<file path="config.mk">
export PLATFORM = sky130hd
export DESIGN_NAME = spi_io_expander
export DESIGN_NICKNAME = d
export VERILOG_FILES = /design/src/rtl/spi_xp_pkg.sv /design/src/rtl/spi_xp_sync.sv /design/src/rtl/spi_xp_out_chain.sv /design/src/rtl/spi_xp_in_chain.sv /design/src/rtl/spi_io_expander.sv
export SDC_FILE = /design/constraint.sdc
export NUM_CORES = 1
export LEC_CHECK = 0
export BUFFER_PORTS_ARGS = -buffer_cell sky130_fd_sc_hd__buf_2
export CORE_ASPECT_RATIO = 1.1
export CORE_MARGIN = 2
export CORE_UTILIZATION = 53
export DETAILED_ROUTE_END_ITERATION = 6
export PLACE_DENSITY = 0.8
export SYNTH_ARGS = -nofsm -noshare
export SYNTH_HDL_FRONTEND = slang
export SYNTH_SLANG_ARGS = --single-unit
</file>
<file path="constraint.sdc">
create_clock -name clk_i -period 1.7 [get_ports clk_i]
set_clock_uncertainty 0.2 [all_clocks]
set_input_delay 0.255 -clock clk_i [delete_from_list [all_inputs] [get_ports clk_i]]
set_output_delay 0.255 -clock clk_i [all_outputs]
set_load 0.05 [all_outputs]
</file>
<file path="src/rtl/spi_xp_pkg.sv">
package spi_xp_pkg;
  typedef struct packed {
    logic sck;
    logic cs_n;
    logic mosi;
  } spi_lines_t;

  localparam spi_lines_t LINES_IDLE = '{sck: 1'b0, cs_n: 1'b1, mosi: 1'b0};
endpackage

</file>
<file path="src/rtl/spi_xp_sync.sv">
module spi_xp_sync
  import spi_xp_pkg::*;
(
  input  logic       clk_i,
  input  logic       rst_ni,
  input  spi_lines_t d_i,
  output spi_lines_t q_o,
  output logic       sck_rise_o,
  output logic       cs_rise_o
);
  spi_lines_t s1_q, s2_q, s3_q;

  always_ff @(posedge clk_i or negedge rst_ni) begin
    if (!rst_ni) begin
      s1_q <= LINES_IDLE;
      s2_q <= LINES_IDLE;
      s3_q <= LINES_IDLE;
    end else begin
      s1_q <= d_i;
      s2_q <= s1_q;
      s3_q <= s2_q;
    end
  end

  assign q_o        = s2_q;
  assign sck_rise_o = s2_q.sck & ~s3_q.sck;
  assign cs_rise_o  = s2_q.cs_n & ~s3_q.cs_n;
endmodule

</file>
<file path="src/rtl/spi_xp_out_chain.sv">
module spi_xp_out_chain #(
  parameter int OUT_W = 8
) (
  input  logic             clk_i,
  input  logic             rst_ni,
  input  logic             sck_rise_i,
  input  logic             cs_rise_i,
  input  logic             din_i,
  output logic [OUT_W-1:0] par_o
);
  logic [OUT_W-1:0] sh_q, par_q;

  always_ff @(posedge clk_i or negedge rst_ni) begin
    if (!rst_ni) begin
      sh_q  <= '0;
      par_q <= '0;
    end else begin
      if (sck_rise_i) sh_q <= {sh_q[OUT_W-2:0], din_i};
      if (cs_rise_i)  par_q <= sh_q;
    end
  end

  assign par_o = par_q;


  shift_in_chk: assert property (@(posedge clk_i) disable iff (!rst_ni)
    sck_rise_i |=> sh_q[0] == $past(din_i));

  hold_out_chk: assert property (@(posedge clk_i) disable iff (!rst_ni)
    !cs_rise_i |=> $stable(par_q));
endmodule

</file>
<file path="src/rtl/spi_xp_in_chain.sv">
module spi_xp_in_chain #(
  parameter int IN_W = 8
) (
  input  logic            clk_i,
  input  logic            rst_ni,
  input  logic            load_i,
  input  logic            sck_rise_i,
  input  logic [IN_W-1:0] par_i,
  output logic            sout_o
);
  logic [IN_W-1:0] sh_q;

  always_ff @(posedge clk_i or negedge rst_ni) begin
    if (!rst_ni)         sh_q <= '0;
    else if (load_i)     sh_q <= par_i;
    else if (sck_rise_i) sh_q <= {sh_q[IN_W-2:0], 1'b0};
  end

  assign sout_o = sh_q[IN_W-1];


  load_in_chk: assert property (@(posedge clk_i) disable iff (!rst_ni)
    load_i |=> sh_q == $past(par_i));

  advance_chk: assert property (@(posedge clk_i) disable iff (!rst_ni)
    (!load_i && sck_rise_i) |=> sout_o == $past(sh_q[IN_W-2]));

  freeze_chk: assert property (@(posedge clk_i) disable iff (!rst_ni)
    (!load_i && !sck_rise_i) |=> $stable(sh_q));
endmodule

</file>
<file path="src/rtl/spi_io_expander.sv">
module spi_io_expander
  import spi_xp_pkg::*;
#(
  parameter int OUT_W = 8,
  parameter int IN_W  = 8
) (
  input  logic             clk_i,
  input  logic             rst_ni,
  input  logic             sck_i,
  input  logic             cs_ni,
  input  logic             mosi_i,
  output logic             miso_o,
  output logic             miso_oe_o,
  input  logic [IN_W-1:0]  par_in_i,
  output logic [OUT_W-1:0] par_out_o
);
  spi_lines_t raw, syn;
  logic sck_rise, cs_rise, in_bit;

  assign raw = '{sck: sck_i, cs_n: cs_ni, mosi: mosi_i};

  spi_xp_sync u_sync (
    .clk_i      (clk_i),
    .rst_ni     (rst_ni),
    .d_i        (raw),
    .q_o        (syn),
    .sck_rise_o (sck_rise),
    .cs_rise_o  (cs_rise)
  );

  spi_xp_out_chain #(.OUT_W(OUT_W)) u_out (
    .clk_i      (clk_i),
    .rst_ni     (rst_ni),
    .sck_rise_i (sck_rise),
    .cs_rise_i  (cs_rise),
    .din_i      (syn.mosi),
    .par_o      (par_out_o)
  );

  spi_xp_in_chain #(.IN_W(IN_W)) u_in (
    .clk_i      (clk_i),
    .rst_ni     (rst_ni),
    .load_i     (syn.cs_n),
    .sck_rise_i (sck_rise),
    .par_i      (par_in_i),
    .sout_o     (in_bit)
  );

  assign miso_oe_o = ~syn.cs_n;
  assign miso_o    = miso_oe_o & in_bit;


  oe_off_chk: assert property (@(posedge clk_i) disable iff (!rst_ni)
    (cs_ni && $past(cs_ni) && $past(cs_ni, 2)) |-> !miso_oe_o);
endmodule

</file>
==> results of run 1 <==
logic make-up after synthesis:
family,Yosys count
flops,32
simple gates,19
mux,16
compound gates,8
buf+inv,6
final cells by class:
cell class | instances | share of cell area
inverter | 1 | 0.00230
sequential | 32 | 0.493
tap | 30 | 0.0230
clock buffer | 8 | 0.0360
timing repair buffer | 40 | 0.199
multi-input combinational | 43 | 0.247
registers in the layout, indices dropped and copies added (netlist names):
name and cells:
u_in.sh_q 8, u_out.par_o 8, u_out.sh_q 8, u_sync.q_o 3, u_sync.s1_q 3, u_sync.s3_q 2
worst max path at each step:
stage                              start              to  slack, ns  cells past startpoint
final                      u_sync.q_o[1]    u_in.sh_q[6]       0.09                      4
after floorplan            u_sync.q_o[1]    u_in.sh_q[7]       0.06                      2
after global routing       u_sync.q_o[1]    u_in.sh_q[5]      0.007                      4
after detailed placement   u_sync.q_o[1]  u_out.par_o[5]       0.15                      2
after CTS                  u_sync.q_o[1]          miso_o       0.01                      3
after global placement    u_sync.s3_q[2]   u_out.sh_q[6]       0.18                      2
cell usage in the layout, fill, tap and decap left out, drive strengths merged:
| cell type | instances |
|---|---|
| a221o | 7 |
| clkbuf | 8 |
| nand2b | 3 |
| bufbuf | 1 |
| nand2 | 1 |
| inv | 1 |
| dlygate4sd3 | 12 |
| dfstp | 3 |
| mux2 | 16 |
| nor4bb | 7 |
| dfrtp | 29 |
| buf | 27 |
| o21ai | 1 |
| nor2b | 8 |
critical path: cells and delay by family, from the launching register on:
kind            cells  cell delay [ns]
simple gates        1             0.05
compound gates      1             0.27
buf+inv             2             0.38
flops               1             0.60
power by group:
| part | leakage [nW] | total (mW) | switching [mW] | internal, mW |
|---|---|---|---|---|
| registers | 0.380 | 1.06 | 0.111 | 0.949 |
| clock network | 0.0326 | 0.442 | 0.238 | 0.204 |
| logic | 0.338 | 0.676 | 0.437 | 0.239 |
| total | 0.750 | 2.18 | 0.786 | 1.39 |
metrics by stage:
stage / utilization / total power, mW / setup WS, ns
floorplan: - / 1.52 / 0.0598
global placement: 0.629 / 1.68 / 0.180
detailed placement: 0.629 / 1.72 / 0.149
CTS: 0.740 / 2.21 / 0.0129
global route: 0.732 / 2.29 / 0.00658
finish: 0.732 / 2.18 / 0.0882
timing repair:
item                                    4_1_cts  5_1_grt
setup buffers                                 3        0
hold endpoints to repair                     40        0
resized for setup                             5        1
hold buffers                                 12        0
pin swaps                                     0        0
gates cloned                                  1        0
endpoints found under the setup margin        2       10
metal layers:
metal,share of wire,global-route usage,up-vias,wire (um)
li1,-,-,380,-
met1,0.38,0.219,410,933
met2,0.56,0.393,17,1360
met3,0.039,0.0847,6,95
met4,0.019,0.0833,0,45
met5,0,0,-,0
==> results_dict.tcl, run 1 <==
set metrics [dict create \
    dieArea_um2 2730 \
    synthMuxAreaShare 0.146 \
    p_leak_nw 0.750 \
    period_minus_slack_ns 1.61 \
    grt_pass1_vias 851 \
    final_nets 136 \
    worstHoldPathCells 0 \
    drv_cap 0 \
    finalCritPeriodShare 0.948 \
    async_flop_share 1.00 \
    wl_mm 2.43 \
    netlist_top_cells_count "dfrtp_1, mux2_1, nor2b_1" \
    synth.avg_cell_area_um2 15.2 \
    ios 23 \
    core_um2 2230 \
    num_antenna_cells 0 \
    grt_max_degree 18 \
    fin_setup_tns_ns 0 \
    h-tree-depth 2 \
    slew_headroom 0.734 \
    crit_path_start_kind "flop" \
    holdCritStartpoint "u_sync.s1_q[0]" \
    synth_fp_nets 94 \
    die_w_um 50.0 \
    ys.flop_type "dfrtp_1" \
    vias_per_cell 5.28 \
    rsz0062_at_grt "no" \
    cp_slowest_cell "dfstp_2" \
    synth_top_area_frac 0.589 \
    clk_path_buf_depth 2 \
    grt_pass1_wl_mm 3.91 \
    rows 18 \
    hold_violations 0 \
    die_y_um 54.6 \
    antenna_found_initial 0 \
    clock.fmax_mhz 620 \
    synthCells 81 \
    endpoint_kind "flop" \
    ant_nets 0 \
    initial_core_util 0.553 \
    drive_gt1_frac 0.363 \
    worst_slew_pin_slew_ns 0.400 \
    root_buffer "clkbuf_4" \
    placed_area_um2 1400 \
    power-per-cell-area_nw_per_um2 1330 \
    port-buffer-count 22 \
    yosys.area_share.xor_xnor 0 \
    whs_endpoint "u_sync.q_o[0]" \
    area_growth_pct 32.5 \
    r2r_cells 4 \
    drt-initial-drc-count 7 \
    synth.distinct_cells 14 \
    setup_viol 0 \
    yosysTopAreaCell "dfrtp_1" \
    clk_pin_slew_ns 0.10 \
    placedCellCount 131 \
    synthAdderAreaFrac 0 \
    r2r_end "u_in.sh_q[6]" \
    place_congestion 0.730 \
    vias 813 \
    drc_errors 0 \
    grt-ovfl-total 0 \
    cts_made_buffers 5 \
    ys_ff_latch 32 \
    multiInputGateArea_um2 403 \
    grtUsageTotal 0.213 \
    hpwl_mm 1.46 \
    synth_top_family_by_area "multiplexers" \
    worstSkewPairLatency_ns 0.33 \
    synth_most_common_cell "dfrtp_1" \
    worstSetupPathType "reg2reg" \
    yosys-top-cells-area "dfrtp_1, mux2_1, dfstp_2" \
    critPathArrivalTime_ns 1.63 \
    slew_violations 0 \
    dr.pass1.iters 4 \
    hp-class "reg2reg" \
    yosysSeqAreaShare 0.653 \
    yosysWarnings 0 \
    synth_compound_area_frac 0.0609 \
    fin_hold_ws_ns 0.156 \
    r2r_start "u_sync.q_o[1]" \
    cts_num_sinks 32 \
    outcome "finished clean" \
    synth_edf_count 0 \
    critPathMaxStageDelay_ns 0.60 \
    cts_tree "done" \
    crit_required_ns 1.72 \
    synthesis.area_um2 1230 \
    wl_per_cell_um 15.8 \
    stdcell_count 154 \
    fin_area_um2 1630 \
    path_cells "buf_4 -> bufbuf_16 -> nor4bb_1 -> a221o_1" \
    seq_area_um2 805 \
    synth-simple-area-share 0.116 \
    peakVddDrop_mv 0.981 \
    reg2reg_slack_ns 0.09 \
    crit_path_max_fanout 11 \
    fillers 154 \
]
Power figures use the tool's default switching activity.
==> run 2, diff against run 1 <==
--- a/config.mk
+++ b/config.mk
@@ -10,7 +10,7 @@
 export CORE_MARGIN = 2
 export CORE_UTILIZATION = 53
 export DETAILED_ROUTE_END_ITERATION = 6
-export PLACE_DENSITY = 0.8
+export PLACE_DENSITY = 0.77
 export SYNTH_ARGS = -nofsm -noshare
 export SYNTH_HDL_FRONTEND = slang
 export SYNTH_SLANG_ARGS = --single-unit
==> results_dict.tcl, run 2 (synthesis gave the netlist of run 1 again) <==
set metrics [dict create \
    placedCellCount 131 \
    ios 23 \
    wl_per_cell_um 14.6 \
    grt_max_degree 33 \
    num_antenna_cells 0 \
    stdcell_count 155 \
    dieArea_um2 2730 \
    outcome "finished clean" \
    worst_slew_pin_slew_ns 0.388 \
    grt-ovfl-total 0 \
    final_common_cell "dfrtp_1" \
    layout_common_cells "dfrtp_1, buf_2, dlygate4sd3_1" \
    area_growth_pct 33.1 \
    endpoint_kind "output pin" \
    p_leak_nw 0.755 \
    place_congestion 0.698 \
    period_minus_slack_ns 1.64 \
    rsz0062_at_grt "no" \
    drv_cap 0 \
    fillers 157 \
    drt-initial-drc-count 9 \
    r2r_cells 2 \
    finalPower_mw 2.16 \
    clk_path_buf_depth 2 \
    drive_gt1_frac 0.368 \
    core_um2 2230 \
    die_w_um 50.0 \
    cp-startpoint "u_sync.q_o[1]" \
    holdCritStartpoint "u_sync.s1_q[2]" \
    placed_area_um2 1390 \
    slew_violations 0 \
    vias_per_cell 5.37 \
    rows 18 \
    critPathMaxStageDelay_ns 0.57 \
    wl_mm 2.26 \
    die_y_um 54.6 \
    drc_errors 0 \
    grtUsageTotal 0.188 \
    critPathArrivalTime_ns 1.19 \
    final_nets 137 \
    worstHoldPathCells 0 \
    power-per-cell-area_nw_per_um2 1310 \
    crit_path_start_kind "flop" \
    crit_buf_inv 3 \
    antenna_found_initial 0 \
    worstSetupPathType "reg2out" \
    vias 833 \
    clk_pin_slew_ns 0.08 \
    dr.pass1.iters 4 \
    fin_hold_ws_ns 0.156 \
    crit_family "flip-flops" \
    grt_pass1_vias 820 \
    grt_util_met1 0.217 \
    fin_area_um2 1640 \
    cts_num_sinks 32 \
    crit_required_ns 1.24 \
    crit_path_max_fanout 3 \
    ant_nets 0 \
    hp-class "reg2reg" \
    root_buffer "clkbuf_4" \
    worstSkewPairLatency_ns 0.32 \
    cts_made_buffers 5 \
    slew_headroom 0.741 \
    setup_viol 0 \
    use_met3 0.0574 \
    port-buffer-count 22 \
    peakVddDrop_mv 1.32 \
    grt_use_met2 0.324 \
    cp.depth 3 \
    initial_core_util 0.553 \
    grt_pass1_wl_mm 3.56 \
    cp_slowest_cell "dfstp_2" \
    cts_tree "done" \
    h-tree-depth 2 \
    top_usage_layer "met2" \
    fin_setup_tns_ns 0 \
    hpwl_mm 1.32 \
    finalCritPeriodShare 0.967 \
    r2r_start "u_sync.s3_q[2]" \
    hold_violations 0 \
    clock.fmax_mhz 608 \
    path_cells "buf_12 -> inv_1 -> buf_6" \
]
[run 2: routing by layer]
metal,vias up,wire [um]
met2,23,1220
li1,391,-
met1,415,932
met5,-,0
met4,0,29
met3,4,83
[run 2: final timing paths]
check	end	slack, ns
setup / recovery	miso_oe_o	0.06
hold / removal	u_sync.q_o[2]	0.16
setup reg to reg	u_out.sh_q[6]	0.09
hold reg to reg	u_sync.q_o[2]	0.16
max in group asynchronous	u_sync.s1_q[1]	0.70
min in group asynchronous	u_in.sh_q[0]	0.27
[run 2: worst reg2reg max path, cell delays in order, from the launching register on]
cell      delay (ns)
dfrtp_1         0.53
nand2b_1        0.39
mux2_1          0.37
[run 2: metrics by stage]
step,setup slack (ns),util
final,0.0561,0.736
after global routing,0.00616,0.736
after CTS,0.0201,0.732
after detailed placement,0.146,0.623
after global placement,0.182,0.623
after floorplan,0.0598,-
[run 2: layout make-up]
| type | instances | area, um^2 | share of cell area |
|---|---|---|---|
| Sequential cell | 32 | 805 | 0.490 |
| Tap cell | 30 | 37.5 | 0.0229 |
| Clock buffer | 8 | 58.8 | 0.0359 |
| Timing Repair Buffer | 41 | 333 | 0.203 |
| Inverter | 1 | 3.75 | 0.00229 |
| Multi-Input combinational cell | 43 | 403 | 0.246 |
[run 2: where the power goes]
group	switching, mW	internal (mW)	total [mW]	leakage, nW
sequential	0.106	0.949	1.05	0.380
clock	0.226	0.204	0.430	0.0326
combinational	0.430	0.240	0.671	0.342
[run 2: what timing repair did]
action,CTS,global route
endpoints found under the setup margin,2,8
setup buffers,3,0
hold endpoints to repair,40,0
gates resized for setup,3,3
gates cloned,1,0
hold buffers,12,0
==> run 3, diff against run 2 <==
--- a/config.mk
+++ b/config.mk
@@ -8,9 +8,8 @@
 export BUFFER_PORTS_ARGS = -buffer_cell sky130_fd_sc_hd__buf_2
 export CORE_ASPECT_RATIO = 1.1
 export CORE_MARGIN = 2
-export CORE_UTILIZATION = 53
+export CORE_UTILIZATION = 35
 export DETAILED_ROUTE_END_ITERATION = 6
-export PLACE_DENSITY = 0.77
 export SYNTH_ARGS = -nofsm -noshare
 export SYNTH_HDL_FRONTEND = slang
 export SYNTH_SLANG_ARGS = --single-unit
==> results_dict.tcl, run 3 (synthesis gave the netlist of run 1 again) <==
set metrics [dict create \
    grt_pass1_wl_mm 3.70 \
    drv_cap 0 \
    power-per-cell-area_nw_per_um2 1280 \
    h-tree-depth 2 \
    setup_viol 0 \
    reg2reg_slack_ns 0.07 \
    crit_required_ns 1.69 \
    worst_slew_pin_slew_ns 0.387 \
    rsz0062_at_grt "no" \
    root_buffer "clkbuf_4" \
    finalCritPeriodShare 0.959 \
    p_leak_nw 0.764 \
    cts_made_buffers 5 \
    crit_path_max_fanout 8 \
    drt-initial-drc-count 41 \
    rows 22 \
    ant_nets 0 \
    place_congestion 0.676 \
    slew_violations 0 \
    cts_num_sinks 32 \
    layout_common_cells "dfrtp_1, buf_2, dlygate4sd3_1" \
    hp-class "reg2reg" \
    ios 23 \
    endpoint_kind "flop" \
    area_growth_pct 36.3 \
    grt-ovfl-total 0 \
    drc_errors 0 \
    cts_tree "done" \
    placed_area_um2 1430 \
    antenna_found_initial 0 \
    core_um2 3360 \
    dp_slack_ns 0.193 \
    dr.pass1.iters 3 \
    clk_pin_slew_ns 0.09 \
    slew_headroom 0.742 \
    crit_path_start_kind "flop" \
    port-buffer-count 22 \
    worstSkewPairLatency_ns 0.31 \
    num_antenna_cells 0 \
    worstSetupPathType "reg2reg" \
    grt_max_degree 18 \
    clock.fmax_mhz 614 \
    drive_gt1_frac 0.365 \
    wl_per_cell_um 12.3 \
    hpwl_mm 1.38 \
    wl_mm 2.13 \
    period_minus_slack_ns 1.63 \
    clk_path_buf_depth 2 \
    fin_hold_ws_ns 0.154 \
    vias_per_cell 4.59 \
    grt_pass1_vias 814 \
    outcome "finished clean" \
    fin_ws_ns 0.0705 \
    critPathArrivalTime_ns 1.62 \
    fin_setup_tns_ns 0 \
    grtUsageTotal 0.126 \
    die_y_um 66.2 \
    initial_core_util 0.367 \
    die_w_um 60.6 \
    hold_violations 0 \
    peakVddDrop_mv 0.597 \
    dieArea_um2 4010 \
    vias 799 \
    fin_area_um2 1680 \
    final_common_cell "dfrtp_1" \
    final_nets 138 \
]
## run 3: cell count changes in the layout (fill, tap and decap cells not counted), sizes merged
cell	change
buf	+1
## run 3: power breakdown
| part | switching, mW | leakage, nW | internal (mW) | total, mW |
|---|---|---|---|---|
| Sequential | 0.0993 | 0.380 | 0.949 | 1.05 |
| Combinational | 0.428 | 0.351 | 0.244 | 0.672 |
| Clock | 0.226 | 0.0326 | 0.204 | 0.430 |
## run 3: layer usage
metal,global-route usage,vias up,part of all wire
met5,0,-,0
met4,0.0652,0,0.021
met3,0.0352,4,0.040
met2,0.196,18,0.47
met1,0.156,396,0.47
li1,-,381,-
## run 3: final cells by class
class	instances	area [um^2]
clock buffer	8	58.8
fill	327	1680
inverter	1	3.75
multi-input combinational	43	400
sequential	32	805
tap	48	60.1
timing repair buffer	42	353
## run 3: worst paths after layout
path                           startpoint             end  depth (start not counted)
min in group asynchronous          rst_ni  u_out.par_o[0]                          2
max in group asynchronous          rst_ni  u_sync.s3_q[1]                          3
hold / removal             u_sync.s1_q[2]   u_sync.q_o[2]                          0
setup reg to reg            u_sync.q_o[1]  u_out.par_o[3]                          5
setup / recovery            u_sync.q_o[1]  u_out.par_o[3]                          5
hold reg to reg            u_sync.s1_q[2]   u_sync.q_o[2]                          0
## run 3: metrics by stage
| stage | power (mW) | utilization | instances |
|---|---|---|---|
| floorplan | 1.52 | - | 81 |
| global placement | 1.69 | 0.426 | 150 |
| detailed placement | 1.71 | 0.426 | 150 |
| CTS | 2.18 | 0.496 | 173 |
| global route | 2.28 | 0.500 | 174 |
| finish | 2.15 | 0.500 | 174 |
## run 3: timing repair
| action | in CTS | in global routing |
|---|---|---|
| buffers inserted | 2 | 1 |
| endpoints found under the hold margin | 42 | 0 |
| setup endpoints to repair | 2 | 2 |
| hold buffers | 12 | 0 |
| gates resized for setup | 3 | 2 |
| gates cloned | 1 | 0 |
## run 3: critical path, stage by stage, from the launching register on
cell,delay [ns]
dfstp_2,0.56
buf_4,0.12
buf_4,0.10
nand2b_1,0.05
buf_4,0.17
mux2_1,0.32
